**src/rtl/ecc_chk_pkg.sv**
```systemverilog
package ecc_chk_pkg;
  localparam int HALF_W = 12;
  localparam int CODE_W = 2 * HALF_W;
  localparam int BIT_W  = 3;
  localparam int OFF_W  = HALF_W - BIT_W;
  localparam int MASK_W = 1 << BIT_W;
  localparam int RAW_W  = 32;
  localparam int HI_LSB = RAW_W / 2;

  typedef enum logic [1:0] {
    ST_CLEAN    = 2'd0,
    ST_FIXED    = 2'd1,
    ST_CODE_ERR = 2'd2,
    ST_BAD      = 2'd3
  } chk_status_e;
endpackage

```
**src/rtl/ecc_word_pack.sv**
```systemverilog
module ecc_word_pack
  import ecc_chk_pkg::*;
(
  input  logic [RAW_W-1:0]  raw,
  output logic [CODE_W-1:0] code
);
  // Keep the two parity halves, drop the reserved nibbles, invert for erased pages.
  always_comb begin
    code = ~{raw[HI_LSB +: HALF_W], raw[0 +: HALF_W]};
  end
endmodule

```
**src/rtl/ecc_diff_classify.sv**
```systemverilog
module ecc_diff_classify
  import ecc_chk_pkg::*;
#(
  parameter int SECTOR_BYTES = 512
) (
  input  logic [CODE_W-1:0] calc,
  input  logic [CODE_W-1:0] stored,
  output chk_status_e       verdict,
  output logic [OFF_W-1:0]  offset,
  output logic [MASK_W-1:0] mask
);
  localparam logic [OFF_W:0] LIMIT = (SECTOR_BYTES >= (1 << OFF_W)) ?
                                     (OFF_W+1)'(1 << OFF_W) : (OFF_W+1)'(SECTOR_BYTES);

  logic [CODE_W-1:0] diff;
  logic [HALF_W-1:0] fold;
  logic [OFF_W-1:0]  pos_byte;
  logic [BIT_W-1:0]  pos_bit;
  logic              one_bit;

  always_comb begin
    diff     = calc ^ stored;
    fold     = diff[CODE_W-1:HALF_W] ^ diff[HALF_W-1:0];
    pos_byte = diff[CODE_W-1 -: OFF_W];
    pos_bit  = diff[HALF_W +: BIT_W];
    one_bit  = (diff != '0) && ((diff & (diff - 1'b1)) == '0);
    verdict  = ST_CLEAN;
    offset   = '0;
    mask     = '0;
    if (diff == '0) begin
      verdict = ST_CLEAN;
    end else if (fold == '1) begin
      if ({1'b0, pos_byte} < LIMIT) begin
        verdict = ST_FIXED;
        offset  = pos_byte;
        mask    = MASK_W'(1) << pos_bit;
      end else begin
        verdict = ST_BAD;
      end
    end else if (one_bit) begin
      verdict = ST_CODE_ERR;
    end else begin
      verdict = ST_BAD;
    end
  end
endmodule

```
**src/rtl/sector_ecc_check.sv**
```systemverilog
module sector_ecc_check
  import ecc_chk_pkg::*;
#(
  parameter int SECTOR_BYTES = 512
) (
  input  logic              clk,
  input  logic              rst,
  input  logic              in_valid,
  input  logic              use_raw,
  input  logic [31:0]       raw_word,
  input  logic [23:0]       calc_code,
  input  logic [23:0]       stored_code,
  output logic              out_valid,
  output logic [23:0]       packed_code,
  output logic [1:0]        status,
  output logic [8:0]        fix_offset,
  output logic [7:0]        fix_mask
);
  logic [CODE_W-1:0] pk;
  logic [CODE_W-1:0] sel_code;
  chk_status_e       verdict;
  logic [OFF_W-1:0]  offset;
  logic [MASK_W-1:0] mask;

  ecc_word_pack u_pack (
    .raw  (raw_word),
    .code (pk)
  );

  assign sel_code = use_raw ? pk : calc_code;

  ecc_diff_classify #(.SECTOR_BYTES(SECTOR_BYTES)) u_cls (
    .calc    (sel_code),
    .stored  (stored_code),
    .verdict (verdict),
    .offset  (offset),
    .mask    (mask)
  );

  always_ff @(posedge clk) begin
    if (rst) begin
      out_valid   <= 1'b0;
      packed_code <= '0;
      status      <= '0;
      fix_offset  <= '0;
      fix_mask    <= '0;
    end else begin
      out_valid <= in_valid;
      if (in_valid) begin
        packed_code <= pk;
        status      <= verdict;
        fix_offset  <= offset;
        fix_mask    <= mask;
      end
    end
  end

  // result pulse follows the input qualifier by one cycle
  p_valid_follow_r8: assert property (@(posedge clk) disable iff (rst)
    in_valid |=> out_valid);
  p_valid_quiet_r8: assert property (@(posedge clk) disable iff (rst)
    !in_valid |=> !out_valid);
  // a fix names one bit inside the sector
  p_mask_onehot_r4: assert property (@(posedge clk) disable iff (rst)
    (out_valid && status == 2'd1) |-> ($countones(fix_mask) == 1 && fix_offset < SECTOR_BYTES));
  // no location reported unless data is fixed
  p_no_loc_r6: assert property (@(posedge clk) disable iff (rst)
    (out_valid && status != 2'd1) |-> (fix_mask == '0 && fix_offset == '0));
  // matching formatted codes report clean
  p_clean_r3: assert property (@(posedge clk) disable iff (rst)
    (in_valid && !use_raw && calc_code == stored_code) |=> status == 2'd0);
  // outputs hold between valid inputs
  p_hold_r8: assert property (@(posedge clk) disable iff (rst)
    !in_valid |=> ($stable(status) && $stable(packed_code) && $stable(fix_mask)));
endmodule

```
**config.mk**
```make
export PLATFORM = sky130hd
export DESIGN_NAME = sector_ecc_check
export DESIGN_NICKNAME = d
export VERILOG_FILES = /design/src/rtl/ecc_chk_pkg.sv /design/src/rtl/ecc_word_pack.sv /design/src/rtl/ecc_diff_classify.sv /design/src/rtl/sector_ecc_check.sv
export SDC_FILE = /design/constraint.sdc
export NUM_CORES = 1
export LEC_CHECK = 0
export BUFFER_PORTS_ARGS = -buffer_cell sky130_fd_sc_hd__buf_2
export CAP_MARGIN = 10
export CORE_ASPECT_RATIO = 0.9
export CORE_MARGIN = 2
export CORE_UTILIZATION = 52
export DETAILED_ROUTE_END_ITERATION = 8
export PLACE_DENSITY = 0.88
export SLEW_MARGIN = 20
export SYNTH_ARGS = -nofsm -noshare
export SYNTH_HDL_FRONTEND = slang
export SYNTH_HIERARCHICAL = 1
export SYNTH_SLANG_ARGS = --single-unit
```
**constraint.sdc**
```tcl
create_clock -name clk -period 4.1 [get_ports clk]
set_clock_uncertainty 0.15 [all_clocks]
set_input_delay 0 -clock clk [delete_from_list [all_inputs] [get_ports clk]]
set_output_delay 0 -clock clk [all_outputs]
set_load 0.02 [all_outputs]
```
== Word level (Yosys, flattened, before mapping) ==
Index checks and enable logic that the tools add are counted.
Operators by class
  add/sub/neg operators: 1
  equal/unequal tests: 1
  shifts and indexed selects: 1
  muxes and demuxes: 8
  bitwise operators: 4
  reductions and logical operators: 4
Operators by type and width (count)
  logical NOT 24 bit: 2
  bitwise AND 24 bit: 1
  2-to-1 mux 24 bit: 1
  NOT 24 bit: 1
  nonzero test 24 bit: 1
  subtractor 24 x 1 -> 24 bit, second input constant: 1
  bitwise XOR 24 bit: 1
  2-to-1 mux 9 bit: 2
  2-to-1 mux 8 bit: 2
  equality test 12 bit, second input constant: 1
  bitwise XOR 12 bit: 1
  << shifter 1 x 3 -> 8 bit, first input constant: 1
  2-to-1 mux 2 bit: 2
  logical AND 1 bit: 1
  2-to-1 mux 1 bit: 1
Word-level totals
  register bits: 44
  input port bits: 84
  output and inout bits: 44
  word-level logic and storage cells: 24

== Logic depth before layout (Yosys ltp) ==
  depth after elaboration: 10
  depth in mapped cells: 13
  depth with buffers taken out: 12

== By module ==
Netlist, hierarchy kept.
Modules (own cells, without submodules)
  sector_ecc_check: instances 1, cells each 168, area each 1988.2 um^2
  ecc_diff_classify: instances 1, cells each 114, area each 907.1 um^2
  ecc_word_pack: instances 1, cells each 24, area each 90.1 um^2

== Worst setup path before layout ==
OpenSTA, ideal clock, no wires.
  kind: input to register
  from: input use_raw
  to: register status[0]
  arrival: 2.090 ns
  setup slack: 1.733 ns
  cell stages on the path: 13
  buffers on the path: 2
  path through: buf_6 buf_12 mux2_4 xnor2_1 nand3_1 nor3_4 nand4_4 nor4_4 a22oi_1 a21oi_2 o22ai_1 mux2i_1 nor2_1
Between the ends
  longest elaborated chain between the ends: 9
  elaborated cells on any way between the ends: 13
  those cells by class: add/sub (1); eq/ne (1); mux (4); bitwise (3); reduce/logical (4)
Ends and longest elaborated chain
  start, declared: RTL line sector_ecc_check.sv:9  | input logic use_raw,
  2-to-1 mux 24 bit (*): RTL line sector_ecc_check.sv:30  | assign sel_code = use_raw ? pk : calc_code;
  named net sel_code[4]: RTL line sector_ecc_check.sv:20  | logic [CODE_W-1:0] sel_code;
  bitwise XOR 24 bit (*): RTL line ecc_diff_classify.sv:22  | diff = calc ^ stored;
  subtractor 24 x 1 -> 24 bit: RTL line ecc_diff_classify.sv:26  | one_bit = (diff != '0) && ((diff & (diff - 1'b1)) == '0);
  bitwise AND 24 bit: RTL line ecc_diff_classify.sv:26
  logical NOT 24 bit: RTL line ecc_diff_classify.sv:26
  logical AND 1 bit: RTL line ecc_diff_classify.sv:26
  2-to-1 mux 1 bit: RTL line ecc_diff_classify.sv:40  | end else if (one_bit) begin
  2-to-1 mux 2 bit: RTL line ecc_diff_classify.sv:32  | end else if (fold == '1) begin
  2-to-1 mux 2 bit (*): RTL line ecc_diff_classify.sv:30  | if (diff == '0) begin
  named net verdict[0]: RTL line sector_ecc_check.sv:21  | chk_status_e verdict;
  end signal, assigned: RTL line sector_ecc_check.sv:51  | status <= verdict;
  end, declared: RTL line sector_ecc_check.sv:15  | output logic [1:0] status,
The timed path passes the listed nets; every way through them passes the cells marked *.
A chain may end at the register's enable or synchronous reset.

== Worst setup path in the final report ==
Ends and elaborated chain as after synthesis.

==> flow_summary.json <==
{
  "drt_pre_antenna_iters": 4,
  "start_util_pct": 53.4,
  "async_flop_share_pct": 0,
  "drt_first_iter_violations": 117,
  "period_needed_ns": 2.95,
  "path_class": "primary input to flip-flop",
  "max_stage_delay_ns": 0.58,
  "cts_buffers": 5,
  "p_sw_uw": 337,
  "vias": 2600,
  "avgRoutedWirePerCell_um": 14.3,
  "die-area_mm2": 0.00636,
  "cp-start-kind": "primary input",
  "postSynthCellCount": 306,
  "internal-power_uw": 725,
  "finalSetupViolCount": 0,
  "tightestPinTransition_ns": 0.813,
  "syn_avg_cell_area_um2": 9.76,
  "fin_util_pct": 68.7,
  "ctsResizeCount": 0,
  "drive_gt1_share_pct": 39.8,
  "core_area_mm2": 0.00560,
  "ys_warn_count": 6,
  "yosysTopAreaCell": "dfxtp_1",
  "synth_nets": 390,
  "crit_chain": "buf_2 -> mux2_2 -> xnor2_1 -> xnor2_1 -> nor4_1 -> nand3_1 -> nor3b_1 -> nand4_2 -> nor2_1 -> o22ai_1 -> mux2i_1 -> nor2_1",
  "fin_tns_setup_ns": 0,
  "p_sw_share_pct": 31.7,
  "cts_max_path_buffers": 2,
  "wl_met2_um": 3810,
  "fin_ws_ns": 1.15,
  "crit_path_top_delay_cell": "buf_2",
  "drv_cap": 0,
  "slew-limit-headroom_pct": 45.8,
  "power.share.clock_pct": 24.8,
  "io_pins": 128,
  "hold_violations": 0,
  "grt_max_degree": 45,
  "crit_arrival_ns": 3.03,
  "crit_required_ns": 4.18,
  "powerDensity_mw_per_mm2": 276,
  "vdd_drop_max_v": 0.000281,
  "synth_common_cells": "nor2_1, dfxtp_1, mux2i_1",
  "cts_setup_buffers": 0,
  "endpoint_kind": "flip-flop",
  "wl_um": 7380,
  "ys.flop_type": "dfxtp_1",
  "antenna_found_initial": 0,
  "clkLatencyLatePin_ns": 0.29,
  "highest_layer": "met4",
  "die_w_um": 83.9,
  "hold_path_class": "primary input to flip-flop",
  "gp_congestion": 0.881,
  "synth-seq-cells": 44,
  "postRouteAntennaNets": 0,
  "drcViolationCount": 0,
  "synth.distinct_cells": 46,
  "p_leak_uw": 0.00200,
  "holdBufCountCts": 24,
  "syn-cell-area_mm2": 0.00299,
  "cts_tree": "yes",
  "htreeDepth": 2,
  "power_frac_comb_pct": 32.9,
  "cts.sinks": 44,
  "wl_met3_um": 417,
  "wl_met1_um": 3120,
  "grt_pass1_vias": 2410,
  "area_growth_pct": 28.8,
  "rows": 26,
  "dp_slack_ns": 0.875,
  "path_max_fanout": 24,
  "synth_top_area_share_pct": 29.5,
  "post-dp-hpwl_um": 5350,
  "vias_per_cell": 5.05,
  "yosys.cell_count.top_type": "nor2_1",
  "synth_area_leaders": "dfxtp_1, mux2i_1, mux2_4",
  "ys_seq_area_share_pct": 29.5,
  "diodes": 0,
  "gr-total-overflow": 0,
  "fmax_mhz": 339,
  "path_clk_slew_ns": 0.08,
  "slew_violations": 0,
  "min_period_over_period_pct": 72.0,
  "synth-edff-count": 0,
  "fp.dieH_um": 75.9,
  "seqPwrFrac_pct": 42.4,
  "fin_hold_ws_ns": 0.0468,
  "root_buffer": "clkbuf_8",
  "status": "finished, final reports clean",
  "grt_pass1_wl_um": 11300,
  "grt_usage_pct": 22.2,
  "port_buffers": 119,
  "rsz0062_at_grt": "false",
  "nNetsFinal": 529
}
## metal layers
metal	vias to the layer above	track usage, %
li1	1288	-
met5	-	0
met1	1235	27.6
met2	75	41.2
met4	0	3.23
met3	2	5.09
## power by group through the flow
stage	clock (µW)	combinational (µW)	sequential, µW
after floorplan	0	226	480
after global placement	0	322	459
after detailed placement	0	329	460
after CTS	268	348	451
after global routing	286	376	452
final	263	349	450
## path summary, 6_finish.rpt
path                                    end  depth (start not counted)        start  slack, ns
worst max register to register  fix_mask[7]                          2  fix_mask[7]       3.29
worst min register to register  fix_mask[0]                          2  fix_mask[0]       0.35
worst min-delay path              out_valid                          2     in_valid       0.05
worst max-delay path              status[0]                         12      use_raw       1.15
## flip-flops by register name, indices dropped and copies added (netlist names)
register / flops
packed_code: 24
fix_offset: 9
fix_mask: 8
status: 2
out_valid: 1
## cell usage in the layout, fill, tap and decap left out, drive strengths merged, types with 12 or more instances in the layout
cell type    count
buf            122
nor2            63
dfxtp           44
mux2i           43
xnor2           36
inv             26
dlygate4sd3     24
mux2            24
nand2           12
## cell families (layout without fill, tap and decap cells)
kind of cell / Yosys count / count (layout) / share of synthesized area, %
mux: 67 / 67 / 26.0
buf+inv: 40 / 179 / 8.93
simple gates: 97 / 97 / 16.1
flops: 44 / 44 / 29.5
compound gates: 19 / 19 / 4.11
xor+xnor: 39 / 39 / 15.3
## cell type report
class	instances	area (µm²)
Clock buffer	5	68.8
Clock inverter	2	12.5
Fill cell	440	1750
Inverter	26	97.6
Multi-Input combinational cell	222	1840
Sequential cell	44	881
Tap cell	70	87.6
Timing Repair Buffer	146	858
## worst max-delay path, delay by kind of cell
kind,cells,cell delay (ns)
and+or+nand+nor,6,1.27
muxes,2,0.51
AOI/OAI and AO/OA,1,0.15
xor gates and xnor gates,2,0.51
buffers and inverters,1,0.58
## stage by stage
stage	power [µW]	cell area, µm²	cells
2_1_floorplan	706	2990	306
3_3_place_gp	781	3520	484
3_5_place_dp	789	3520	484
4_1_cts	1070	3840	515
5_1_grt	1110	3840	515
6_report	1060	3840	515
(Power assumes the default switching activity.)
